$ cat src/rtl/lift_pkg.sv
package lift_pkg;
  parameter int DEF_FLOORS = 3;

  function automatic int floor_bits(input int floors);
    return $clog2(floors + 1);
  endfunction

  function automatic int cmd_bits(input int floors);
    return 2 * floors - 1;
  endfunction
endpackage

$ cat src/rtl/lift_req_decode.sv
module lift_req_decode #(
  parameter int FLOORS = lift_pkg::DEF_FLOORS,
  localparam int FW = lift_pkg::floor_bits(FLOORS)
) (
  input  logic [FLOORS-1:0] req_vec,
  output logic              req_ok,
  output logic [FW-1:0]     req_floor
);
  always_comb begin
    req_ok    = ($countones(req_vec) == 1);
    req_floor = '0;
    for (int i = 0; i < FLOORS; i++) begin
      if (req_vec[i]) req_floor = FW'(i + 1);
    end
  end

  always_comb begin
    if (req_ok) begin
      assert (req_floor >= FW'(1) && req_floor <= FW'(FLOORS))
        else $error("p_target_range_r8: decoded floor out of range");
    end
  end
endmodule

$ cat src/rtl/lift_move_calc.sv
module lift_move_calc #(
  parameter int FLOORS = lift_pkg::DEF_FLOORS,
  localparam int FW = lift_pkg::floor_bits(FLOORS),
  localparam int CW = lift_pkg::cmd_bits(FLOORS),
  localparam int IW = $clog2(2 * FLOORS) + 1
) (
  input  logic [FW-1:0] cur_floor,
  input  logic [FW-1:0] tgt_floor,
  output logic [CW-1:0] move_cmd
);
  logic [IW-1:0] slot;

  always_comb begin
    slot = IW'(tgt_floor) + IW'(FLOORS - 1) - IW'(cur_floor);
  end

  for (genvar k = 0; k < CW; k++) begin : g_slot
    assign move_cmd[k] = (slot == IW'(k));
  end
endmodule

$ cat src/rtl/lift_seq.sv
module lift_seq #(
  parameter int FLOORS = lift_pkg::DEF_FLOORS,
  localparam int FW  = lift_pkg::floor_bits(FLOORS),
  localparam int CW  = lift_pkg::cmd_bits(FLOORS),
  localparam int MID = FLOORS - 1
) (
  input  logic          clk,
  input  logic          rst,
  input  logic          take,
  input  logic [FW-1:0] take_floor,
  input  logic [CW-1:0] take_cmd,
  input  logic          move_done,
  output logic [FW-1:0] floor_q,
  output logic          busy_q,
  output logic [CW-1:0] cmd_q
);
  localparam logic [CW-1:0] STAY = CW'(1) << MID;

  logic [FW-1:0] tgt_q;

  always_ff @(posedge clk) begin
    if (rst) begin
      floor_q <= FW'(1);
      tgt_q   <= FW'(1);
      busy_q  <= 1'b0;
      cmd_q   <= STAY;
    end else if (busy_q) begin
      if (move_done) begin
        floor_q <= tgt_q;
        busy_q  <= 1'b0;
        cmd_q   <= STAY;
      end
    end else if (take && !take_cmd[MID]) begin
      tgt_q  <= take_floor;
      busy_q <= 1'b1;
      cmd_q  <= take_cmd;
    end
  end

  p_hold_r5: assert property (@(posedge clk) disable iff (rst)
    busy_q && !move_done |=> busy_q && $stable(cmd_q) && $stable(floor_q));

  p_release_r6: assert property (@(posedge clk) disable iff (rst)
    busy_q && move_done |=> !busy_q && cmd_q[MID]);

  p_cmd_onehot_r9: assert property (@(posedge clk) disable iff (rst)
    $countones(cmd_q) == 1);

  p_idle_stay_r9: assert property (@(posedge clk) disable iff (rst)
    !busy_q |-> cmd_q[MID]);

  p_start_move_r3: assert property (@(posedge clk) disable iff (rst)
    $rose(busy_q) |-> !cmd_q[MID] && $stable(floor_q));

  p_idle_done_r10: assert property (@(posedge clk) disable iff (rst)
    !busy_q && !take |=> !busy_q && $stable(floor_q));
endmodule

$ cat src/rtl/lift_ctrl.sv
module lift_ctrl #(
  parameter int FLOORS = lift_pkg::DEF_FLOORS,
  localparam int FW  = lift_pkg::floor_bits(FLOORS),
  localparam int CW  = lift_pkg::cmd_bits(FLOORS),
  localparam int MID = FLOORS - 1
) (
  input  logic              clk,
  input  logic              rst,
  input  logic              req_valid,
  input  logic [FLOORS-1:0] req_vec,
  output logic              req_ready,
  input  logic              move_done,
  output logic [CW-1:0]     cmd,
  output logic              busy,
  output logic [FW-1:0]     floor
);
  logic          req_ok;
  logic [FW-1:0] req_floor;
  logic [CW-1:0] move_cmd;
  logic          take;

  lift_req_decode #(.FLOORS(FLOORS)) u_decode (
    .req_vec   (req_vec),
    .req_ok    (req_ok),
    .req_floor (req_floor)
  );

  lift_move_calc #(.FLOORS(FLOORS)) u_calc (
    .cur_floor (floor),
    .tgt_floor (req_floor),
    .move_cmd  (move_cmd)
  );

  assign req_ready = !busy;
  assign take      = req_valid && req_ready && req_ok;

  lift_seq #(.FLOORS(FLOORS)) u_seq (
    .clk        (clk),
    .rst        (rst),
    .take       (take),
    .take_floor (req_floor),
    .take_cmd   (move_cmd),
    .move_done  (move_done),
    .floor_q    (floor),
    .busy_q     (busy),
    .cmd_q      (cmd)
  );

  p_bad_vec_r8: assert property (@(posedge clk) disable iff (rst)
    !busy && req_valid && $countones(req_vec) != 1 |=> !busy && $stable(floor));

  p_same_floor_r2: assert property (@(posedge clk) disable iff (rst)
    !busy && req_valid && req_ok && req_floor == floor |=> !busy && cmd[MID]);

  p_busy_blocks_r7: assert property (@(posedge clk) disable iff (rst)
    busy |-> !req_ready);
endmodule

$ cat config.mk
export PLATFORM = sky130hd
export DESIGN_NAME = lift_ctrl
export DESIGN_NICKNAME = d
export VERILOG_FILES = /design/src/rtl/lift_pkg.sv /design/src/rtl/lift_req_decode.sv /design/src/rtl/lift_move_calc.sv /design/src/rtl/lift_seq.sv /design/src/rtl/lift_ctrl.sv
export SDC_FILE = /design/constraint.sdc
export NUM_CORES = 1
export LEC_CHECK = 0
export BUFFER_PORTS_ARGS = -buffer_cell sky130_fd_sc_hd__buf_2
export CORE_AREA = 2 2 39 41
export DETAILED_ROUTE_END_ITERATION = 12
export DIE_AREA = 0 0 41 43
export PLACE_DENSITY = 0.7
export SETUP_SLACK_MARGIN = 0.05
export SYNTH_ARGS = -nofsm -noshare
export SYNTH_HDL_FRONTEND = slang
export SYNTH_HIERARCHICAL = 1
export SYNTH_SLANG_ARGS = --single-unit
$ cat constraint.sdc
create_clock -name clk -period 3.8 [get_ports clk]
set_input_delay 0.76 -clock clk [delete_from_list [all_inputs] [get_ports clk]]
set_output_delay 0.76 -clock clk [all_outputs]
set_load 0.01 [all_outputs]
==> results_dict.tcl, run 1 <==
set metrics [dict create \
    numCtsBuffers 3 \
    net_count_of_the_mapped_netlist 74 \
    synth-seq-cells 10 \
    routabilityCongestion 0.680 \
    synth_cells 62 \
    worstSetupPathType "input pin to register" \
    final_layout_size_suffix_gt1_share_pct 25.6 \
    die_width_um 41 \
    grt-ovfl-total 0 \
    clkLatencyLatePin_ps 260 \
    timing_max_transition_violations_final 0 \
    initial_antenna_violation_count 0 \
    max-slew-margin-rel_pct 59.8 \
    die_h_um 43 \
    routed-via-count 468 \
    dp_hpwl_um 786 \
    wl_um 1010 \
    post-cts-setup-buffers 0 \
    leakagePower_nw 0.300 \
    synth_top_area_share_pct 37.4 \
    grt_pass1_vias 430 \
    n_antenna_cell 0 \
    report.power.total_mw 0.219 \
    peakVddDrop_uv 253 \
    cts_root_buffer "sky130_fd_sc_hd__clkbuf_4" \
    finalWorstPathRequiredPeriod_ps 2720 \
    worst_pin_slew_ps 602 \
    yosys-top-cells-area "sky130_fd_sc_hd__dfxtp_1 37%, sky130_fd_sc_hd__ha_1 9.3%, sky130_fd_sc_hd__a21oi_1 6.5%" \
    synthFlopType "sky130_fd_sc_hd__dfxtp_1" \
    finalCritPeriodShare_pct 71.6 \
    power.share.sequential_pct 51.0 \
    ctsLongestPathBuffers 2 \
    p_int_mw 0.163 \
    min_path_type "register to register" \
    clock_power_share_pct 31.8 \
    holdBufCountCts 0 \
    net_total_in_the_final_layout 92 \
    rsz0062_at_grt "no" \
    yosysWarningCount 6 \
    route.detailed.vias_per_inst 4.98 \
    postSynthAreaPerCell_um2 8.64 \
    synth.most_common_cell "sky130_fd_sc_hd__dfxtp_1" \
    grt_first_pass_wirelength_um 1650 \
    maxCapViolCount 0 \
    wl_per_cell_um 10.8 \
    htree_levels 1 \
    async_flop_share_pct 0 \
    switching_share_pct 25.6 \
    seq_area_frac_synth_pct 37.4 \
    status "finished clean" \
    clkSinkCount 10 \
    globalRouteTotalUtil_pct 14.1 \
    post_cts_sizing_count 0 \
    synth.top_cells.by_count "10 x sky130_fd_sc_hd__dfxtp_1, 8 x sky130_fd_sc_hd__nand2_1, 7 x sky130_fd_sc_hd__a21oi_1, 7 x sky130_fd_sc_hd__inv_1, 5 x sky130_fd_sc_hd__nand3_1" \
    final-setup-viol-count 0 \
    switchingPower_mw 0.0562 \
    detail_route.iter0.violations 10 \
    numPortBuffers 15 \
    tritoncts "yes" \
    report.final.hold_viol_count 0 \
    powerDensity_mw_per_mm2 344 \
    layout.core_utilization_pct 46.1 \
    grt_max_degree 12 \
    die_area_mm2 0.00176 \
    final.setup.tns_ps 0 \
    register_clock_pin_slew_on_the_reported_worst_setup_and_hold_paths_ps 60 \
    placeableCoreArea_mm2 0.00138 \
    initial_cell_density_of_the_core_pct 38.7 \
    data_arrival_critical_path_ps 2870 \
    number_of_distinct_library_cells_after_synthesis 21 \
    io-pin-count 16 \
    route.detailed.drc 0 \
    max_freq_mhz 368 \
    synth_enable_flop_cells 0 \
    cp_data_required_time_ps 3950 \
    placement_rows 14 \
    timing.critical_path.to_type "register" \
    area.growth.synth_to_final_pct 19.2 \
    drt_first_pass_iters 3 \
    drt.antenna.violating_nets 0 \
    cp-start-kind "input pin" \
    clock-skew-final_ps 4.24 \
    critical_path.max_fanout 8 \
    yosysTopAreaCell "sky130_fd_sc_hd__dfxtp_1" \
    post_synth_instance_area_um2 536 \
    pwr-share-comb_pct 17.2 \
]
kinds of logic (layout without fill, tap and decap cells):
group | count (synthesis) | after routing | share of synthesized area, %
compound gates | 10 | 10 | 11.4
fa+ha+maj | 5 | 5 | 13.1
buf+inv | 9 | 25 | 7.71
flops | 10 | 10 | 37.4
simple gates | 28 | 28 | 30.4
through the flow:
stage,std cells,setup slack [ps],instance area [um2],hold slack (ps)
finish,94,1080,638,457
detailed placement,91,810,616,447
global route,94,900,638,475
global placement,91,850,616,448
CTS,94,1090,638,455
floorplan,62,1040,536,437
metal layers:
metal  global-route usage (%)  share of wire (%)
met1                     16.3                 46
met2                     20.3                 46
met3                     9.95                8.0
met4                     4.00                  0
met5                        0                  0
sequential cells by signal (all words and copies together), names as in the netlist:
name and cells:
u_seq/busy_q 1, u_seq/cmd_q 5, u_seq/floor_q 2, u_seq/tgt_q 2
cell usage in the layout (no fill, tap or decap):
master / netlist / layout
sky130_fd_sc_hd__a21oi_1: 7 / 7
sky130_fd_sc_hd__nor3_1: 2 / 2
sky130_fd_sc_hd__a211o_1: 1 / 1
sky130_fd_sc_hd__nor2b_1: 1 / 1
sky130_fd_sc_hd__fa_1: 1 / 1
sky130_fd_sc_hd__clkbuf_4: 0 / 3
sky130_fd_sc_hd__buf_2: 0 / 15
sky130_fd_sc_hd__and3_2: 2 / 2
sky130_fd_sc_hd__a221o_1: 1 / 1
sky130_fd_sc_hd__nand3_1: 5 / 5
sky130_fd_sc_hd__or2_1: 1 / 1
sky130_fd_sc_hd__a21o_1: 1 / 1
sky130_fd_sc_hd__and3b_1: 4 / 4
sky130_fd_sc_hd__ha_1: 4 / 4
sky130_fd_sc_hd__or3b_1: 1 / 1
sky130_fd_sc_hd__dfxtp_1: 10 / 10
sky130_fd_sc_hd__nor2_1: 1 / 1
sky130_fd_sc_hd__inv_1: 7 / 7
sky130_fd_sc_hd__or2b_1: 1 / 1
sky130_fd_sc_hd__nor3b_1: 2 / 2
sky130_fd_sc_hd__nand2_1: 8 / 8
power by group through the flow:
stage,logic [mW],clock network (mW),registers (mW)
3_3_place_gp,0.0368,0,0.114
6_report,0.0378,0.0697,0.112
3_5_place_dp,0.0382,0,0.114
4_1_cts,0.0384,0.0725,0.112
2_1_floorplan,0.0256,0,0.115
5_1_grt,0.0431,0.0767,0.112
layout make-up:
class / count / area (um2)
Sequential cell: 10 / 200
Inverter: 7 / 26.3
Timing Repair Buffer: 15 / 75.1
Clock buffer: 3 / 22.5
Tap cell: 16 / 20.0
Multi-Input combinational cell: 43 / 294
Fill cell: 144 / 746
worst max-delay path, stage by stage:
cell	delay, ps
sky130_fd_sc_hd__buf_2	120
sky130_fd_sc_hd__or2_1	240
sky130_fd_sc_hd__inv_1	60
sky130_fd_sc_hd__ha_1	220
sky130_fd_sc_hd__inv_1	60
sky130_fd_sc_hd__ha_1	140
sky130_fd_sc_hd__ha_1	250
sky130_fd_sc_hd__and3_2	230
sky130_fd_sc_hd__or3b_1	480
sky130_fd_sc_hd__a221o_1	330
final timing paths:
| kind | startpoint | to | slack (ps) | depth (start not counted) |
|---|---|---|---|---|
| setup / recovery | req_vec[2] | u_seq/cmd_q[2] | 1080 | 10 |
| hold / removal | u_seq/tgt_q[1] | u_seq/tgt_q[1] | 460 | 2 |
| hold reg to reg | u_seq/tgt_q[1] | u_seq/tgt_q[1] | 460 | 2 |
| setup reg to reg | u_seq/floor_q[1] | u_seq/cmd_q[2] | 1510 | 7 |
Power figures use the tool's default switching activity.
==> run 2, diff against run 1 <==
--- a/config.mk
+++ b/config.mk
@@ -5,11 +5,12 @@
 export SDC_FILE = /design/constraint.sdc
 export NUM_CORES = 1
 export LEC_CHECK = 0
+export ABC_AREA = 1
 export BUFFER_PORTS_ARGS = -buffer_cell sky130_fd_sc_hd__buf_2
 export CORE_AREA = 2 2 39 41
 export DETAILED_ROUTE_END_ITERATION = 12
 export DIE_AREA = 0 0 41 43
-export PLACE_DENSITY = 0.7
+export PLACE_DENSITY = 0.73
 export SETUP_SLACK_MARGIN = 0.05
 export SYNTH_ARGS = -nofsm -noshare
 export SYNTH_HDL_FRONTEND = slang
==> constraint.sdc (replaced) <==
create_clock -name clk -period 2.5 [get_ports clk]
set_input_delay 0.5 -clock clk [delete_from_list [all_inputs] [get_ports clk]]
set_output_delay 0.5 -clock clk [all_outputs]
set_load 0.01 [all_outputs]
==> results_dict.tcl, run 2 <==
set metrics [dict create \
    yosysTopAreaCell "sky130_fd_sc_hd__dfxtp_1" \
    timing_max_transition_violations_final 0 \
    rsz0062_at_grt "no" \
    wl_um 1070 \
    dpl_worst_slack_ps 161 \
    wl_per_cell_um 9.57 \
    switchingPower_mw 0.111 \
    powerDensity_mw_per_mm2 589 \
    die_area_mm2 0.00176 \
    synth.top_cells.by_count "18 x sky130_fd_sc_hd__nand2_1, 15 x sky130_fd_sc_hd__inv_1, 10 x sky130_fd_sc_hd__dfxtp_1, 8 x sky130_fd_sc_hd__nor2_1, 7 x sky130_fd_sc_hd__nand3_1" \
    area.growth.synth_to_final_pct 24.1 \
    numPortBuffers 15 \
    numCtsBuffers 3 \
    yosysWarningCount 6 \
    io-pin-count 16 \
    postSynthAreaPerCell_um2 7.07 \
    n_antenna_cell 0 \
    drt.antenna.violating_nets 0 \
    status "finished clean" \
    layout.core_utilization_pct 48.8 \
    die_width_um 41 \
    data_arrival_critical_path_ps 2240 \
    clkLatencyLatePin_ps 270 \
    leakagePower_nw 0.359 \
    clock_power_share_pct 36.0 \
    initial_antenna_violation_count 0 \
    initial_cell_density_of_the_core_pct 39.3 \
    placement_rows 14 \
    seq_area_frac_synth_pct 36.8 \
    synth-seq-cells 10 \
    met1Wirelength_um 508 \
    finalCritPeriodShare_pct 81.8 \
    final_critical_path_setup_slack_ps 456 \
    report.power.total_mw 0.398 \
    worstSetupPathType "input pin to register" \
    p_int_mw 0.287 \
    synth_enable_flop_cells 0 \
    route.met2.wl_um 485 \
    clkSinkCount 10 \
    cts_root_buffer "sky130_fd_sc_hd__clkbuf_4" \
    number_of_distinct_library_cells_after_synthesis 15 \
    final_cell_mix "18 x sky130_fd_sc_hd__nand2_1, 15 x sky130_fd_sc_hd__inv_1, 15 x sky130_fd_sc_hd__buf_2, 10 x sky130_fd_sc_hd__dfxtp_1, 8 x sky130_fd_sc_hd__nor2_1" \
    placeableCoreArea_mm2 0.00138 \
    route.top_layer_used "met4" \
    largest_register_ffs 5 \
    post_cts_sizing_count 0 \
    synth_top_area_share_pct 36.8 \
    net_count_of_the_mapped_netlist 89 \
    register_clock_pin_slew_on_the_reported_worst_setup_and_hold_paths_ps 70 \
    finalWorstPathRequiredPeriod_ps 2040 \
    max_freq_mhz 489 \
    globalRouteTotalUtil_pct 14.8 \
    ctsLongestPathBuffers 2 \
    final_layout_size_suffix_gt1_share_pct 27.1 \
    htree_levels 1 \
    cp-start-kind "input pin" \
    met3WireLength_um 50 \
    min_path_type "input pin to register" \
    route.detailed.drc 0 \
    routed-via-count 517 \
    grt_max_degree 9 \
    cp_data_required_time_ps 2700 \
    route.detailed.vias_per_inst 4.62 \
    placedCellCount 108 \
    worst_pin_slew_ps 298 \
    routabilityCongestion 0.730 \
    grt_pass1_vias 451 \
    yosys-top-cells-area "sky130_fd_sc_hd__dfxtp_1 37%, sky130_fd_sc_hd__nand2_1 12%, sky130_fd_sc_hd__inv_1 10%" \
    synthFlopType "sky130_fd_sc_hd__dfxtp_1" \
    post-cts-setup-buffers 0 \
    die_h_um 43 \
    largest-register "u_seq/cmd_q" \
    num-fill-cells 144 \
    switching_share_pct 27.8 \
    synth.most_common_cell "sky130_fd_sc_hd__nand2_1" \
    maxCapViolCount 0 \
    timing.critical_path.to_type "register" \
    synth_cells 77 \
    grt_first_pass_wirelength_um 1750 \
    final.setup.tns_ps 0 \
    detail_route.iter0.violations 28 \
    holdBufCountCts 0 \
    reg_top3 "u_seq/cmd_q x5, u_seq/floor_q x2, u_seq/tgt_q x2" \
    net_total_in_the_final_layout 109 \
    drt_first_pass_iters 4 \
    max-slew-margin-rel_pct 80.1 \
    power.share.sequential_pct 43.9 \
    critical_path.max_fanout 6 \
    post_layout_nonfiller_instances 112 \
    clock-skew-final_ps 7.54 \
    peakVddDrop_uv 265 \
    async_flop_share_pct 0 \
    grt-ovfl-total 0 \
    report.final.hold_viol_count 0 \
    post_synth_instance_area_um2 544 \
    final-setup-viol-count 0 \
    pwr-share-comb_pct 20.1 \
    tritoncts "yes" \
    multi_input_comb_area_um2 280 \
    dp_hpwl_um 851 \
    layout.cells.most_common "sky130_fd_sc_hd__nand2_1" \
    area.sequential_um2 200 \
]
[run 2: cell types whose count changed in the layout (fill, tap and decap cells not counted), moves of 4 or more]
cell	delta
sky130_fd_sc_hd__nor2_1	+7
sky130_fd_sc_hd__and3b_1	-4
sky130_fd_sc_hd__nand2_1	+10
sky130_fd_sc_hd__inv_1	+8
[run 2: logic make-up (layout without fill, tap and decap cells)]
family | Yosys count | after routing | synth area share (%)
adders and majority gates | 5 | 5 | 12.9
AOI/OAI and AO/OA | 7 | 7 | 6.90
and+or+nand+nor | 38 | 38 | 31.7
DFF | 10 | 10 | 36.8
buffers and inverters | 17 | 36 | 11.7
[run 2: worst paths after layout]
check,start,to,slack [ps],cells after the start
setup / recovery,req_vec[1],u_seq/cmd_q[0],460,15
hold / removal,rst,u_seq/cmd_q[4],470,2
setup reg to reg,u_seq/floor_q[1],u_seq/cmd_q[0],630,11
hold reg to reg,u_seq/tgt_q[1],u_seq/tgt_q[1],480,2
[run 2: metal layers]
layer	GRT usage, %	vias to the layer above
met4	10.0	0
met3	3.14	5
met5	0	-
met2	20.6	21
li1	-	274
met1	19.7	217
[run 2: power groups by stage]
stage	combinational [mW]	clock, mW	sequential, mW
floorplan	0.0530	0	0.180
global placement	0.0776	0	0.178
detailed placement	0.0799	0	0.178
CTS	0.0807	0.147	0.175
global route	0.0936	0.156	0.176
finish	0.0799	0.143	0.175
[run 2: worst max-delay path: stages]
cell and delay, ps:
sky130_fd_sc_hd__buf_2 100, sky130_fd_sc_hd__inv_1 50, sky130_fd_sc_hd__nand2_1 80, sky130_fd_sc_hd__inv_1 50, sky130_fd_sc_hd__ha_1 270, sky130_fd_sc_hd__inv_1 50
sky130_fd_sc_hd__ha_1 180, sky130_fd_sc_hd__ha_1 310, sky130_fd_sc_hd__nand2_1 100, sky130_fd_sc_hd__nor2_1 40, sky130_fd_sc_hd__inv_1 80, sky130_fd_sc_hd__nand2_2 80
sky130_fd_sc_hd__nor2_4 130, sky130_fd_sc_hd__nand2_1 80, sky130_fd_sc_hd__a21oi_1 150
[run 2: cell type report]
cell class                 instances  share of cell area, %
clock buffer                       4                   5.37
inverter                          17                   9.44
multi-input combinational         50                   41.5
sequential                        10                   29.6
tap                               16                   2.96
timing repair buffer              15                   11.1
[run 2: metrics by stage]
stage	hold WS (ps)	cell area [um2]
3_5_place_dp	451	639
2_1_floorplan	429	544
5_1_grt	479	676
3_3_place_gp	442	639
4_1_cts	466	676
6_report	472	676
==> run 3, diff against run 2 <==
--- a/config.mk
+++ b/config.mk
@@ -5,12 +5,12 @@
 export SDC_FILE = /design/constraint.sdc
 export NUM_CORES = 1
 export LEC_CHECK = 0
-export ABC_AREA = 1
+export ABC_AREA = 0
 export BUFFER_PORTS_ARGS = -buffer_cell sky130_fd_sc_hd__buf_2
 export CORE_AREA = 2 2 39 41
 export DETAILED_ROUTE_END_ITERATION = 12
 export DIE_AREA = 0 0 41 43
-export PLACE_DENSITY = 0.73
+export PLACE_DENSITY = 0.72
 export SETUP_SLACK_MARGIN = 0.05
 export SYNTH_ARGS = -nofsm -noshare
 export SYNTH_HDL_FRONTEND = slang
==> constraint.sdc (replaced) <==
create_clock -name clk -period 1.7 [get_ports clk]
set_input_delay 0.34 -clock clk [delete_from_list [all_inputs] [get_ports clk]]
set_output_delay 0.34 -clock clk [all_outputs]
set_load 0.01 [all_outputs]
==> results_dict.tcl, run 3 (same netlist as run 1, synthesis figures left out) <==
set metrics [dict create \
    drt.antenna.violating_nets 0 \
    net_total_in_the_final_layout 110 \
    die_area_mm2 0.00176 \
    die_width_um 41 \
    final_design_area_no_fill_um2 873 \
    whs_ps 359 \
    register_clock_pin_slew_on_the_reported_worst_setup_and_hold_paths_ps 60 \
    violations_in_the_final_reports "setup timing" \
    route.detailed.drc 0 \
    htree_levels 1 \
    power.share.sequential_pct 40.5 \
    initial_antenna_violation_count 0 \
    finalCritPeriodShare_pct 124 \
    cp_slowest_stage_delay_ps 430 \
    p_int_mw 0.459 \
    timing.critical_path.to_type "register" \
    tritoncts "yes" \
    initial_cell_density_of_the_core_pct 38.7 \
    wl_um 1340 \
    placedCellCount 105 \
    grt-ovfl-total 0 \
    placeableCoreArea_mm2 0.00138 \
    leakagePower_nw 0.408 \
    holdBufCountCts 0 \
    final_layout_size_suffix_gt1_share_pct 53.6 \
    num-fill-cells 125 \
    final_cell_mix "16 x sky130_fd_sc_hd__buf_4, 13 x sky130_fd_sc_hd__buf_2, 10 x sky130_fd_sc_hd__dfxtp_1, 8 x sky130_fd_sc_hd__nand2_1, 7 x sky130_fd_sc_hd__inv_1" \
    dp_hpwl_um 925 \
    reg_top3 "u_seq/cmd_q x5, u_seq/floor_q x2, u_seq/tgt_q x2" \
    route.detailed.vias_per_inst 4.91 \
    pwr-share-comb_pct 24.8 \
    slowest_stage "sky130_fd_sc_hd__or3b_4" \
    placement_rows 14 \
    cts_root_buffer "sky130_fd_sc_hd__clkbuf_4" \
    clkSinkCount 10 \
    die_h_um 43 \
    switching_share_pct 24.9 \
    io-pin-count 16 \
    post_layout_nonfiller_instances 113 \
    peakVddDrop_uv 598 \
    drt_first_pass_iters 4 \
    clock-skew-final_ps 1.51 \
    globalRouteTotalUtil_pct 16.2 \
    worst_pin_slew_ps 276 \
    numPortBuffers 15 \
    clock_power_share_pct 34.6 \
    largest-register "u_seq/cmd_q" \
    worstSetupPathType "input pin to register" \
    grt_first_pass_wirelength_um 1920 \
    finalWorstPathRequiredPeriod_ps 2110 \
    rsz0062_at_grt "yes" \
    timing.critical_path.cells "buf_6 -> or2_1 -> inv_1 -> ha_1 -> inv_1 -> ha_2 -> ha_4 -> and3_4 -> or3b_4 -> a221o_1" \
    final-setup-viol-count 8 \
    final.setup.tns_ps -2990 \
    worst_path_most_repeated_cell "sky130_fd_sc_hd__inv_1" \
    min_path_type "input pin to register" \
    data_arrival_critical_path_ps 2260 \
    ctsLongestPathBuffers 2 \
    area.growth.synth_to_final_pct 63.1 \
    routabilityCongestion 0.680 \
    worstPathBufferInverterCount 3 \
    n_antenna_cell 0 \
    layout.cells.most_common "sky130_fd_sc_hd__buf_4" \
    grt_pass1_vias 493 \
    max-slew-margin-rel_pct 81.6 \
    grt_max_degree 12 \
    status "finished with violations" \
    routed-via-count 555 \
    max_freq_mhz 474 \
    cp_data_required_time_ps 1850 \
    clkLatencyLatePin_ps 260 \
    detail_route.iter0.violations 6 \
    numCtsBuffers 3 \
    final_critical_path_setup_slack_ps -409 \
    switchingPower_mw 0.152 \
    maxCapViolCount 0 \
    powerDensity_mw_per_mm2 700 \
    critical_path.max_fanout 4 \
    cp-start-kind "input pin" \
    largest_register_ffs 5 \
    placement.cell_area_um2 739 \
    timing_max_transition_violations_final 0 \
    report.final.hold_viol_count 0 \
    wl_per_cell_um 11.8 \
    cell_class_contributing_the_biggest_share_of_worst_path_delay "simple AND/OR/NAND/NOR gates" \
]
==> run 3: area by class of cell <==
type                            instances  area (um2)  share of cell area, %
Clock buffer                            4        36.3                   4.15
Timing Repair Buffer                   33         230                   26.4
Tap cell                               16        20.0                   2.29
Multi-Input combinational cell         43         360                   41.3
Sequential cell                        10         200                   22.9
Inverter                                7        26.3                   3.01
==> run 3: what timing repair did <==
action / 4_1_cts / 5_1_grt
pin swaps: 11 / 4
endpoints found under the setup margin: 8 / 8
gates resized for setup: 9 / 6
cloned: 0 / 0
setup buffers: 1 / 3
==> run 3: final timing paths <==
kind	slack, ps	to	depth (start not counted)	startpoint
worst min register to register	460	u_seq/cmd_q[4]	2	u_seq/cmd_q[4]
worst max-delay path	-410	u_seq/cmd_q[2]	10	req_vec[2]
worst min-delay path	360	u_seq/cmd_q[2]	2	move_done
worst max register to register	-290	u_seq/cmd_q[2]	7	u_seq/floor_q[1]
==> run 3: stage by stage <==
step | util, % | power [mW] | worst slack [ps]
CTS | 59.7 | 0.607 | -393
global route | 63.1 | 0.647 | -431
global placement | 53.4 | 0.375 | -700
finish | 63.1 | 0.611 | -409
detailed placement | 53.4 | 0.379 | -737
floorplan | - | 0.321 | -604
==> run 3: power by group through the flow <==
stage / Sequential, mW / Combinational, mW / Clock, mW
after floorplan: 0.257 / 0.0636 / 0
after global placement: 0.253 / 0.123 / 0
after detailed placement: 0.253 / 0.127 / 0
after CTS: 0.248 / 0.138 / 0.221
after global routing: 0.249 / 0.164 / 0.234
final: 0.248 / 0.152 / 0.212
==> run 3: routing by layer <==
| layer | wire length (um) | vias up | share of wire [%] | global-route usage [%] |
|---|---|---|---|---|
| met5 | 0 | - | 0 | 0 |
| met4 | 0 | 0 | 0 | 4.00 |
| met3 | 61 | 0 | 4.6 | 7.85 |
| met2 | 738 | 14 | 55 | 27.8 |
| met1 | 535 | 258 | 40 | 16.7 |
| li1 | - | 283 | - | - |
